### config.mk
export PLATFORM = sky130hd
export DESIGN_NAME = spdif_word_fmt
export DESIGN_NICKNAME = d
export VERILOG_FILES = /design/src/rtl/spdif_wfmt_pkg.sv /design/src/rtl/spdif_wfmt_layout.sv /design/src/rtl/spdif_wfmt_packer.sv /design/src/rtl/spdif_word_fmt.sv
export SDC_FILE = /design/constraint.sdc
export NUM_CORES = 1
export LEC_CHECK = 0
export BUFFER_PORTS_ARGS = -buffer_cell sky130_fd_sc_hd__buf_4
export CELL_PAD_IN_SITES_DETAIL_PLACEMENT = 1
export CELL_PAD_IN_SITES_GLOBAL_PLACEMENT = 1
export CORE_UTILIZATION = 34
export DETAILED_ROUTE_END_ITERATION = 6
export GPL_TIMING_DRIVEN = 1
export PLACE_DENSITY = 0.75
export SLEW_MARGIN = 15
export SYNTH_ARGS = -nofsm -noshare
export SYNTH_HDL_FRONTEND = slang
export SYNTH_SLANG_ARGS = --single-unit
### constraint.sdc
create_clock -name clk -period 1.25 [get_ports clk]
set_clock_uncertainty 0.05 [all_clocks]
set_input_delay 0 -clock clk [delete_from_list [all_inputs] [get_ports clk]]
set_output_delay 0 -clock clk [all_outputs]
set_load 0.05 [all_outputs]
### src/rtl/spdif_wfmt_pkg.sv
// Shared widths and types for the S/PDIF word formatter.
// Assumes one subframe per accepted handshake.
package spdif_wfmt_pkg;
    localparam int SAMPLE_W = 24;
    localparam int WORD_W   = 32;
    localparam int HALF_W   = 16;
    localparam int PRE_W    = 2;

    typedef enum logic [1:0] {
        FMT_RIGHT = 2'b00,
        FMT_LEFT  = 2'b01,
        FMT_PACK  = 2'b10,
        FMT_SPARE = 2'b11
    } fmt_e;

    typedef struct packed {
        logic [SAMPLE_W-1:0] audio;
        logic                perr;
        logic                vbit;
        logic                ubit;
        logic                cbit;
        logic [PRE_W-1:0]    pre;
    } subframe_t;
endpackage

### src/rtl/spdif_wfmt_layout.sv
// Combinational layout of one subframe into an aligned word.
// Handles the right- and left-aligned layouts; the spare encoding maps to right.
// Assumes the packed layout is produced elsewhere.
module spdif_wfmt_layout
    import spdif_wfmt_pkg::*;
(
    input  logic [1:0]        fmt,
    input  logic              mask_par,
    input  logic              mask_val,
    input  logic              mask_uc,
    input  logic              mask_pre,
    input  subframe_t         sf,
    output logic [WORD_W-1:0] word
);
    localparam int STAT_W = 4 + PRE_W;
    localparam int PAD_L  = WORD_W - SAMPLE_W - STAT_W;

    logic [STAT_W-1:0] stat;

    // Apply masks and order the status bits: pre, C, U, V, parity error
    always_comb begin
        stat = {mask_pre ? {PRE_W{1'b0}} : sf.pre,
                mask_uc  ? 1'b0 : sf.cbit,
                mask_uc  ? 1'b0 : sf.ubit,
                mask_val ? 1'b0 : sf.vbit,
                mask_par ? 1'b0 : sf.perr};
    end

    // Place status and audio according to the selected alignment
    always_comb begin
        if (fmt == FMT_LEFT)
            word = {sf.audio, {PAD_L{1'b0}}, stat};
        else
            word = {{PAD_L{1'b0}}, stat, sf.audio};
    end
endmodule

### src/rtl/spdif_wfmt_packer.sv
// Half-word pointer and holding register for the packed 16-bit layout.
// The first accepted subframe is held; the second completes the word.
// A change of format since the last cycle returns the pointer to the first half.
module spdif_wfmt_packer
    import spdif_wfmt_pkg::*;
(
    input  logic              clk,
    input  logic              rst_n,
    input  logic [1:0]        fmt,
    input  logic              acc,
    input  logic [HALF_W-1:0] sample_hi,
    output logic              emit,
    output logic [WORD_W-1:0] packed_word
);
    logic              ptr;
    logic [1:0]        fmt_q;
    logic [HALF_W-1:0] hold;
    logic              is_pack;
    logic              ptr_eff;

    // Decode packed mode and the effective pointer after a format change
    always_comb begin
        is_pack     = (fmt == FMT_PACK);
        ptr_eff     = ptr && (fmt == fmt_q);
        emit        = acc && is_pack && ptr_eff;
        packed_word = {sample_hi, hold};
    end

    // Track the format, advance the pointer and capture the first half
    always_ff @(posedge clk) begin
        if (!rst_n) begin
            ptr   <= 1'b0;
            fmt_q <= FMT_RIGHT;
            hold  <= '0;
        end else begin
            fmt_q <= fmt;
            if (acc && is_pack) begin
                ptr <= !ptr_eff;
                if (!ptr_eff)
                    hold <= sample_hi;
            end else if (fmt != fmt_q) begin
                ptr <= 1'b0;
            end
        end
    end


    pack_first_half_chk: assert property (@(posedge clk) disable iff (!rst_n)
        (acc && is_pack && !ptr_eff) |=> ptr);


    fmt_change_clr_chk: assert property (@(posedge clk) disable iff (!rst_n)
        ((fmt != fmt_q) && !(acc && is_pack)) |=> !ptr);
endmodule

### src/rtl/spdif_word_fmt.sv
// S/PDIF sample data word formatter, top level.
// Accepts subframes on a valid/ready stream and emits 32-bit words from one
// output register. Assumes configuration inputs are steady around each subframe.
module spdif_word_fmt
    import spdif_wfmt_pkg::*;
(
    input  logic                clk,
    input  logic                rst_n,
    input  logic [1:0]          cfg_fmt,
    input  logic                cfg_mask_par,
    input  logic                cfg_mask_val,
    input  logic                cfg_mask_uc,
    input  logic                cfg_mask_pre,
    input  logic                in_valid,
    output logic                in_ready,
    input  logic [SAMPLE_W-1:0] in_audio,
    input  logic                in_perr,
    input  logic                in_vbit,
    input  logic                in_ubit,
    input  logic                in_cbit,
    input  logic [PRE_W-1:0]    in_pre,
    output logic                out_valid,
    input  logic                out_ready,
    output logic [WORD_W-1:0]   out_word
);
    subframe_t         sf;
    logic              acc;
    logic              emit;
    logic              load;
    logic [WORD_W-1:0] aligned_word;
    logic [WORD_W-1:0] packed_word;

    // Gather the subframe and derive the handshake
    always_comb begin
        sf       = '{audio: in_audio, perr: in_perr, vbit: in_vbit,
                     ubit: in_ubit, cbit: in_cbit, pre: in_pre};
        in_ready = !out_valid || out_ready;
        acc      = in_valid && in_ready;
        load     = acc && ((cfg_fmt != FMT_PACK) || emit);
    end

    spdif_wfmt_layout u_layout (
        .fmt      (cfg_fmt),
        .mask_par (cfg_mask_par),
        .mask_val (cfg_mask_val),
        .mask_uc  (cfg_mask_uc),
        .mask_pre (cfg_mask_pre),
        .sf       (sf),
        .word     (aligned_word)
    );

    spdif_wfmt_packer u_packer (
        .clk         (clk),
        .rst_n       (rst_n),
        .fmt         (cfg_fmt),
        .acc         (acc),
        .sample_hi   (in_audio[SAMPLE_W-1 -: HALF_W]),
        .emit        (emit),
        .packed_word (packed_word)
    );

    // Output register: load a finished word, drop valid once taken
    always_ff @(posedge clk) begin
        if (!rst_n) begin
            out_valid <= 1'b0;
            out_word  <= '0;
        end else if (load) begin
            out_valid <= 1'b1;
            out_word  <= (cfg_fmt == FMT_PACK) ? packed_word : aligned_word;
        end else if (out_ready) begin
            out_valid <= 1'b0;
        end
    end


    stall_hold_chk: assert property (@(posedge clk) disable iff (!rst_n)
        (out_valid && !out_ready) |=> (out_valid && $stable(out_word)));


    mask_pre_chk: assert property (@(posedge clk) disable iff (!rst_n)
        (acc && (cfg_fmt == FMT_RIGHT) && cfg_mask_pre) |=> (out_word[29:28] == 2'b00));


    spare_audio_chk: assert property (@(posedge clk) disable iff (!rst_n)
        (acc && (cfg_fmt == FMT_SPARE)) |=> (out_valid && out_word[23:0] == $past(in_audio)));
endmodule

==> results of run 1 <==
## registers in the layout, summed over array words and instances (netlist names)
name / cells
out_word: 32
out_valid: 1
u_packer.fmt_q: 2
u_packer.hold: 16
u_packer.ptr: 1
## metal layers
layer	share of wire	vias up	track usage
met5	0	-	0
met4	0.011	0	0.0557
met3	0.032	7	0.0326
met2	0.50	65	0.376
met1	0.45	1254	0.313
li1	-	1236	-
## synthesized netlist by cell type (all sizes together)
master,n
a22oi,2
a21oi,1
nand3,17
mux2i,22
o22ai,14
xnor2,3
clkbuf,10
inv,8
a21boi,2
o21a,2
dfxtp,52
and4,1
nand2,69
nor2,8
nand3b,13
o21ai,20
nor2b,2
a211oi,1
a31oi,1
and2,2
xor2,1
buf,16
nand2b,4
o211a,24
## report_power, final
group | switching (uW) | internal, uW
Combinational | 814 | 616
Clock | 621 | 401
Sequential | 65.0 | 1760
Total | 1500 | 2780
## layout by cell type, fill, tap and decap left out, types with 2 or more instances in the layout
cell / synthesis / final
o21a_1: 2 / 2
xnor2_2: 1 / 3
o211a_1: 24 / 24
nand3_2: 0 / 16
nor2_1: 8 / 8
buf_4: 1 / 86
buf_12: 0 / 6
nand3b_1: 13 / 13
clkbuf_8: 0 / 5
dfxtp_1: 52 / 49
nor2b_4: 1 / 2
o21ai_2: 0 / 7
inv_4: 0 / 2
buf_16: 0 / 3
mux2i_1: 22 / 21
a22oi_1: 2 / 2
dfxtp_2: 0 / 2
buf_6: 7 / 11
o22ai_1: 14 / 8
nand2b_1: 4 / 3
nand2_1: 68 / 66
o21ai_0: 16 / 12
nand2_2: 1 / 2
dlygate4sd3_1: 0 / 17
clkbuf_16: 0 / 2
and2_1: 2 / 2
inv_1: 8 / 7
o22ai_2: 0 / 6
## final cells by class
cell class                 count  area [sq um]  share of cell area
tap                           99           124              0.0307
clock inverter                 3          22.5             0.00558
sequential                    52          1050               0.259
inverter                       8          32.5             0.00806
multi-input combinational    209          1530               0.380
clock buffer                   5          68.8              0.0170
timing repair buffer         126          1210               0.299
## critical path: cells and delay by family (launching register included)
family | cells | cell delay (ps)
buf+inv | 2 | 340
flops | 1 | 340
compound gates | 2 | 480
simple gates | 2 | 300
## per-stage QoR
stage          total power [uW]   util  setup slack [ps]  instances
2_1_floorplan              2570      -              -247        295
3_3_place_gp               2980  0.457              -219        463
3_5_place_dp               3010  0.457              -316        463
4_1_cts                    4160  0.522              -264        496
5_1_grt                    4470  0.556              -389        502
6_report                   4280  0.556              -331        502
## logic make-up after synthesis
family | synth area share
simple gates | 0.213
compound gates | 0.195
flops | 0.410
buf+inv | 0.0758
mux | 0.0867
xor+xnor | 0.0197
## final timing paths
path	cells after the start	to
worst max-delay path	6	out_word[0]
worst min-delay path	3	out_valid
worst max register to register	6	out_word[0]
worst min register to register	2	u_packer.hold[2]
## repair_timing
item / 4_1_cts / 5_1_grt
gates cloned: 3 / 2
endpoints found under the hold margin: 21 / 1
pin swaps: 1 / 11
setup endpoints to repair: 50 / 50
gates resized for setup: 30 / 35
buffers inserted: 5 / 4
==> impl_metrics.toml, run 1 <==
[die]
fp.coreArea_sq_mm = 0.00725
row_count = 31
die_y_microns = 88.5
start_util = 0.350
die_area_sq_mm = 0.00782
fp.dieW_microns = 88.5
ioPinCount = 74

[timing]
holdWs_ps = -15.5
post-route-period-util = 1.26
tightest_slew_ps = 533
rsz0062_at_grt = "yes"
drv_slew = 0
post-route-min-period_ps = 1580
max-slew-margin-rel = 0.641
setup_viol = 50
setup_tns_ps = -12670
fmax_ghz = 0.632
hold_viol = 2
finalWorstSetupSlack_ps = -331

[cells_and_area]
nets = 442
fin_area_sq_mm = 0.00404
fill_cells = 833
n_antenna_cell = 0
syn_to_final_growth_pct = 58.8
drive_gt1_frac = 0.412

[global_routing]
grt_max_degree = 40
grt_usage = 0.228
grt_pass1_vias = 2534
grt_overflow = 0
antenna_found_initial = 0
grt_first_pass_wirelength_mm = 13.4

[drt]
wl_per_cell_microns = 18.5
drt-initial-drc-count = 76
dr.pass1.iters = 6
vias_per_cell = 5.10
totalWireLength_mm = 9.29
ant_nets = 0
route.vias.total = 2562
remaining_drc_errors = 0

[cts]
root_buffer = "clkbuf_8"
clk_pin_slew_ps = 110
cts_hold_buf = 17
cts_tree = "yes"
htreeDepth = 2
clk_path_buf_depth = 2
clk_latency_ps = 310
clock-sinks = 52
cts_made_buffers = 5

[synthesis]
yosysTopAreaCell = "dfxtp_1"
synth_area_per_cell_sq_um = 8.61
syn_area_sq_mm = 0.00254
syn_nets = 335
ys_warn_count = 0
synth_cell_types = 31
syn_inst = 295
synth_top_area_frac = 0.410
yosysSeqAreaShare = 0.410
synth.top_cells.by_area = "dfxtp_1, nand2_1, o211a_1, mux2i_1, nand3b_1"
ys_seq_elements = 52

[setup_path]
reg2reg_slack_ps = -330
slowest_stage = "dfxtp_2"
crit_path_start = "u_packer.fmt_q[0]"
r2r_start = "u_packer.fmt_q[0]"
critPathCaptureType = "flop"
worstSetupPathType = "flop to flop"
critPathLaunchType = "flop"
worstPathCellList = "nand3b_1 > a211oi_4 > buf_6 > buf_12 > nand2_8 > o22ai_2"
max_stage_delay_ps = 340
cp.arrival_ps = 1770
worstPathRequired_ps = 1440
path_max_fanout = 8

[power]
power.leakage_uw = 0.00192
powerDensity_mw_per_mm2 = 1060
peakVddDrop_mv = 0.559

[worst_hold_path]
hp-class = "primary input to flop"
hold_path_startpoint = "out_ready"

[run_status]
violations = "hold timing, setup timing"
outcome = "finished, violations left"

[place]
placed_area_sq_mm = 0.00331
hpwl_mm = 5.45
io_buffer_count = 73
gp_congestion = 0.781

[run]
drv_cap = 0
Note: power is estimated with default switching activity, not from simulation.
==> inputs of run 2 (changes only) <==
--- a/config.mk
+++ b/config.mk
@@ -11,6 +11,7 @@
 export CORE_UTILIZATION = 34
 export DETAILED_ROUTE_END_ITERATION = 6
 export GPL_TIMING_DRIVEN = 1
+export MAX_ROUTING_LAYER = met4
 export PLACE_DENSITY = 0.75
 export SLEW_MARGIN = 15
 export SYNTH_ARGS = -nofsm -noshare
==> impl_metrics.toml, run 2 (synthesis results as in run 1) <==
[run_status]
outcome = "finished, violations left"
violations = "hold timing, setup timing"

[setup_path]
worstPathCellList = "nand3b_1 > a211oi_4 > buf_6 > buf_12 > nand2_8 > o22ai_2"
reg2reg_slack_ps = -330
worstReg2RegEnd = "out_word[0]"
r2r_cells = 6
endpoint = "out_word[0]"
critical_path.top_delay_family = "compound AO/OA/AOI/OAI gates"
worstPathRequired_ps = 1440
worst-path-stages = 6
crit_path_start = "u_packer.fmt_q[0]"
cp.arrival_ps = 1770
critPathLaunchType = "flop"
worstSetupPathType = "flop to flop"
r2r_start = "u_packer.fmt_q[0]"
slowest_stage = "dfxtp_2"
path_max_fanout = 8
critPathCaptureType = "flop"
max_stage_delay_ps = 340
critical_path_buf_inv_count = 2

[timing]
drv_slew = 0
post-route-min-period_ps = 1580
hold_viol = 1
setup_viol = 49
post-route-period-util = 1.26
tightest_slew_ps = 511
holdWs_ps = -12.3
finalWorstSetupSlack_ps = -328
fmax_ghz = 0.634
rsz0062_at_grt = "yes"
max-slew-margin-rel = 0.656

[die]
die_y_microns = 88.5
start_util = 0.350
fp.dieW_microns = 88.5
fp.coreArea_sq_mm = 0.00725
die_area_sq_mm = 0.00782
row_count = 31
ioPinCount = 74

[run]
drv_cap = 0

[cells_and_area]
largest_register_ffs = 32
nets = 442
regMostFlops = "out_word"
drive_gt1_frac = 0.412
final_cell_mix = "buf_4, nand2_1, dfxtp_1, o211a_1, mux2i_1"
fin_area_sq_mm = 0.00404
n_antenna_cell = 0
reg.largest.list = "out_word: 32 flops, u_packer.hold: 16 flops, u_packer.fmt_q: 2 flops"
final_util = 0.556
syn_to_final_growth_pct = 58.8
final_common_cell = "buf_4"

[cts]
clk_pin_slew_ps = 110
clk_path_buf_depth = 2
cts_tree = "yes"
htreeDepth = 2
clock-sinks = 52
cts_made_buffers = 5
root_buffer = "clkbuf_8"
cts_hold_buf = 17
clk_latency_ps = 310

[worst_hold_path]
hp-class = "primary input to flop"

[place]
placed_area_sq_mm = 0.00331
io_buffer_count = 73
gp_congestion = 0.792
hpwl_mm = 5.45

[global_routing]
grt_first_pass_wirelength_mm = 13.4
antenna_found_initial = 0
grt_max_degree = 40
grt_overflow = 0
grt_pass1_vias = 2534
grt_usage = 0.234

[drt]
dr.pass1.iters = 4
totalWireLength_mm = 9.37
vias_per_cell = 5.11
ant_nets = 0
remaining_drc_errors = 0
drt-initial-drc-count = 108
wl_per_cell_microns = 18.7
route.vias.total = 2563

[power]
peakVddDrop_mv = 0.560
swShare = 0.351
powerDensity_mw_per_mm2 = 1060
p_int_uw = 2780
p_seq_frac = 0.427
p_switching_uw = 1500
power.leakage_uw = 0.00192
clkPwrFrac = 0.238
share_comb_of_total_power = 0.334
power.total_uw = 4280
-- run 2: power groups by stage --
stage	clock network, uW	logic, uW	registers (uW)
2_1_floorplan	0	428	2150
3_3_place_gp	0	1130	1860
3_5_place_dp	0	1140	1860
4_1_cts	1040	1300	1820
5_1_grt	1120	1510	1840
6_report	1020	1430	1830
-- run 2: layer usage --
metal / up-vias / share of wire / track usage
met3: 6 / 0.043 / 0.0317
met4: 0 / 0.010 / 0.0557
met5: - / 0 / -
met2: 80 / 0.51 / 0.377
met1: 1245 / 0.44 / 0.312
li1: 1232 / - / -
-- run 2: stage by stage --
stage	setup WS, ps	setup TNS [ps]	instances
after global routing	-391	-15190	502
after detailed placement	-316	-10900	463
after floorplan	-247	-7000	295
after global placement	-219	-7920	463
after CTS	-264	-11050	496
final	-328	-12490	502
-- run 2: worst min-delay path, delay by kind of cell --
kind	cells	cell delay (ps)
AO/OA/AOI/OAI	1	180
buffers and inverters	1	90
AND/OR/NAND/NOR	1	50
-- run 2: timing repair --
| item | CTS | global route |
|---|---|---|
| setup endpoints to repair | 50 | 50 |
| pin swaps | 1 | 11 |
| resized for setup | 30 | 35 |
| gates cloned | 3 | 2 |
| endpoints found under the hold margin | 21 | 1 |
| buffers inserted | 5 | 4 |
-- run 2: how the worst min path moves through the flow --
stage	end	from	slack (ps)	cells past startpoint
after global routing	out_valid	out_ready	-20	3
after floorplan	u_packer.hold[0]	in_audio[8]	90	2
after detailed placement	u_packer.hold[0]	in_audio[8]	240	3
final	out_valid	out_ready	-10	3
after CTS	out_valid	out_ready	-20	3
after global placement	u_packer.hold[7]	in_audio[15]	230	3
-- run 2: area by class of cell --
type | instances | area, sq um
Clock buffer | 5 | 68.8
Clock inverter | 3 | 22.5
Fill cell | 833 | 3220
Inverter | 8 | 32.5
Multi-Input combinational cell | 209 | 1530
Sequential cell | 52 | 1050
Tap cell | 99 | 124
Timing Repair Buffer | 126 | 1210
==> inputs of run 3 (changes only) <==
--- a/config.mk
+++ b/config.mk
@@ -8,12 +8,14 @@
 export BUFFER_PORTS_ARGS = -buffer_cell sky130_fd_sc_hd__buf_4
 export CELL_PAD_IN_SITES_DETAIL_PLACEMENT = 1
 export CELL_PAD_IN_SITES_GLOBAL_PLACEMENT = 1
-export CORE_UTILIZATION = 34
+export CORE_UTILIZATION = 38
 export DETAILED_ROUTE_END_ITERATION = 6
 export GPL_TIMING_DRIVEN = 1
 export MAX_ROUTING_LAYER = met4
-export PLACE_DENSITY = 0.75
+export PLACE_DENSITY = 0.77
 export SLEW_MARGIN = 15
 export SYNTH_ARGS = -nofsm -noshare
 export SYNTH_HDL_FRONTEND = slang
+export SYNTH_HIERARCHICAL = 1
 export SYNTH_SLANG_ARGS = --single-unit
+export TNS_END_PERCENT = 20
==> impl_metrics.toml, run 3 <==
[run_status]
outcome = "finished, violations left"
violations = "setup timing"

[drt]
dr.pass1.iters = 5
totalWireLength_mm = 10.3
remaining_drc_errors = 0
ant_nets = 0
wl_per_cell_microns = 21.4
route.vias.total = 2802
vias_per_cell = 5.81
drt-initial-drc-count = 97

[die]
die_area_sq_mm = 0.00873
row_count = 32
fp.coreArea_sq_mm = 0.00789
ioPinCount = 74
start_util = 0.403
die_y_microns = 93.4
fp.dieW_microns = 93.4

[power]
peakVddDrop_mv = 0.691
powerDensity_mw_per_mm2 = 1090
power.leakage_uw = 0.00165

[cells_and_area]
final_util = 0.535
fin_area_sq_mm = 0.00422
largest_register_ffs = 32
reg.largest.list = "out_word: 32 flops, u_packer/hold: 16 flops, u_packer/fmt_q: 2 flops"
final_common_cell = "buf_4"
drive_gt1_frac = 0.492
syn_to_final_growth_pct = 32.8
n_antenna_cell = 0
final_cell_mix = "buf_4, dfxtp_1, mux2i_1, a211oi_2, mux2_4"
nets = 419
regMostFlops = "out_word"

[cts]
clk_latency_ps = 310
clock-sinks = 52
cts_made_buffers = 5
htreeDepth = 2
clk_pin_slew_ps = 100
clk_path_buf_depth = 2
cts_tree = "yes"
root_buffer = "clkbuf_8"

[timing]
drv_slew = 0
holdWs_ps = 58.6
rsz0062_at_grt = "yes"
post-route-period-util = 1.49
tightest_slew_ps = 546
hold_viol = 0
finalWorstSetupSlack_ps = -616
fmax_ghz = 0.536
setup_viol = 51
max-slew-margin-rel = 0.636
post-route-min-period_ps = 1870

[setup_path]
cp.arrival_ps = 2010
r2r_cells = 8
critPathCaptureType = "flop"
worstSetupPathType = "flop to flop"
reg2reg_slack_ps = -620
worstPathRequired_ps = 1390
critPathLaunchType = "flop"
path_max_fanout = 16

[synthesis]
synth_area_per_cell_sq_um = 10.3
synth_edf_count = 0
ys_warn_count = 6
synth_most_common_cell = "dfxtp_1"
synthArstFlopShare = 0
synth_common_cells = "dfxtp_1, a31oi_1, mux2i_1, a211oi_2, mux2_4"
yosysTopAreaCell = "dfxtp_1"
syn_area_sq_mm = 0.00318
synth_ff_type = "dfxtp_1"
yosysSeqAreaShare = 0.328
synth_top_area_frac = 0.328
synth_cell_types = 32
synth.top_cells.by_area = "dfxtp_1, mux2_4, a211oi_2, mux2i_1, a31oi_1"
syn_nets = 348
ys_seq_elements = 52
syn_inst = 308

[global_routing]
grt_usage = 0.245
grt_max_degree = 40
antenna_found_initial = 0
grt_overflow = 0
grt_first_pass_wirelength_mm = 15.6
grt_pass1_vias = 2864

[place]
gp_congestion = 0.755
hpwl_mm = 6.47
io_buffer_count = 73
placed_area_sq_mm = 0.00373
post-place-ws_ps = -663

[run]
drv_cap = 0

[worst_hold_path]
hp-class = "primary input to flop"
whs_path_depth = 3
## run 3: changes by cell type after synthesis, moves of 11 or more
cell and change:
a211oi_2 +29, a21oi_1 +16, a31oi_1 +32, buf_4 +17
mux2_4 +26, nand2_1 -67, nand3b_1 -11, o211a_1 -24
o22ai_1 -14
## run 3: what timing repair did
action	4_1_cts	5_1_grt
gates cloned	3	0
buffers inserted	0	0
gates resized for setup	23	14
pin swaps	0	1
endpoints found under the setup margin	51	52
endpoints found under the hold margin	18	0
hold buffers	18	0
## run 3: worst paths after layout
| kind | from | end |
|---|---|---|
| max | out_valid | out_word[0] |
| max reg2reg | out_valid | out_word[0] |
| min | cfg_fmt[0] | u_packer/fmt_q[0] |
| min reg2reg | u_packer/hold[10] | u_packer/hold[10] |
## run 3: routing by layer
| metal | global-route usage | vias to the layer above | wire length [microns] |
|---|---|---|---|
| met5 | - | - | 0 |
| met2 | 0.444 | 86 | 5570 |
| met1 | 0.285 | 1423 | 4230 |
| met4 | 0.0577 | 0 | 109 |
| li1 | - | 1283 | - |
| met3 | 0.0333 | 10 | 418 |
## run 3: cell families after synthesis
group           count (synthesis)  share of synthesized area
simple gates                   45                     0.0879
buf+inv                        51                      0.109
mux                            60                      0.231
flops                          52                      0.328
xor+xnor                        1                    0.00276
compound gates                 99                      0.242
## run 3: report_power, final
part	internal [uW]	leakage, uW	switching (uW)
clock network	708	0.0000645	581
logic	628	0.00116	847
registers	1770	0.000428	77.4
total	3100	0.00165	1510
## run 3: worst max-delay path, cell delays in order (launching register included)
cell and delay [ps]:
dfxtp_4 370, nand2b_4 50, and2_4 160, nand3b_1 120
nor2_2 70, or3b_4 450, buf_12 190, a31oi_1 220
a211oi_2 70
## run 3: area by class of cell
class                   instances  area [sq um]
well taps                     102           128
clock inverters                 1          30.0
flip-flops and latches         52          1040
repair buffers                110           963
inverters                       2          7.51
multi-input cells             208          1950
fillers                       850          3670
clock buffers                   7          96.3
## run 3: stage by stage
stage | std cells | TNS (ps) | total power, uW
6_report | 482 | -20780 | 4610
3_3_place_gp | 453 | -21480 | 3190
3_5_place_dp | 453 | -24070 | 3220
5_1_grt | 482 | -23710 | 4770
4_1_cts | 482 | -19220 | 4590
2_1_floorplan | 308 | -47660 | 2840
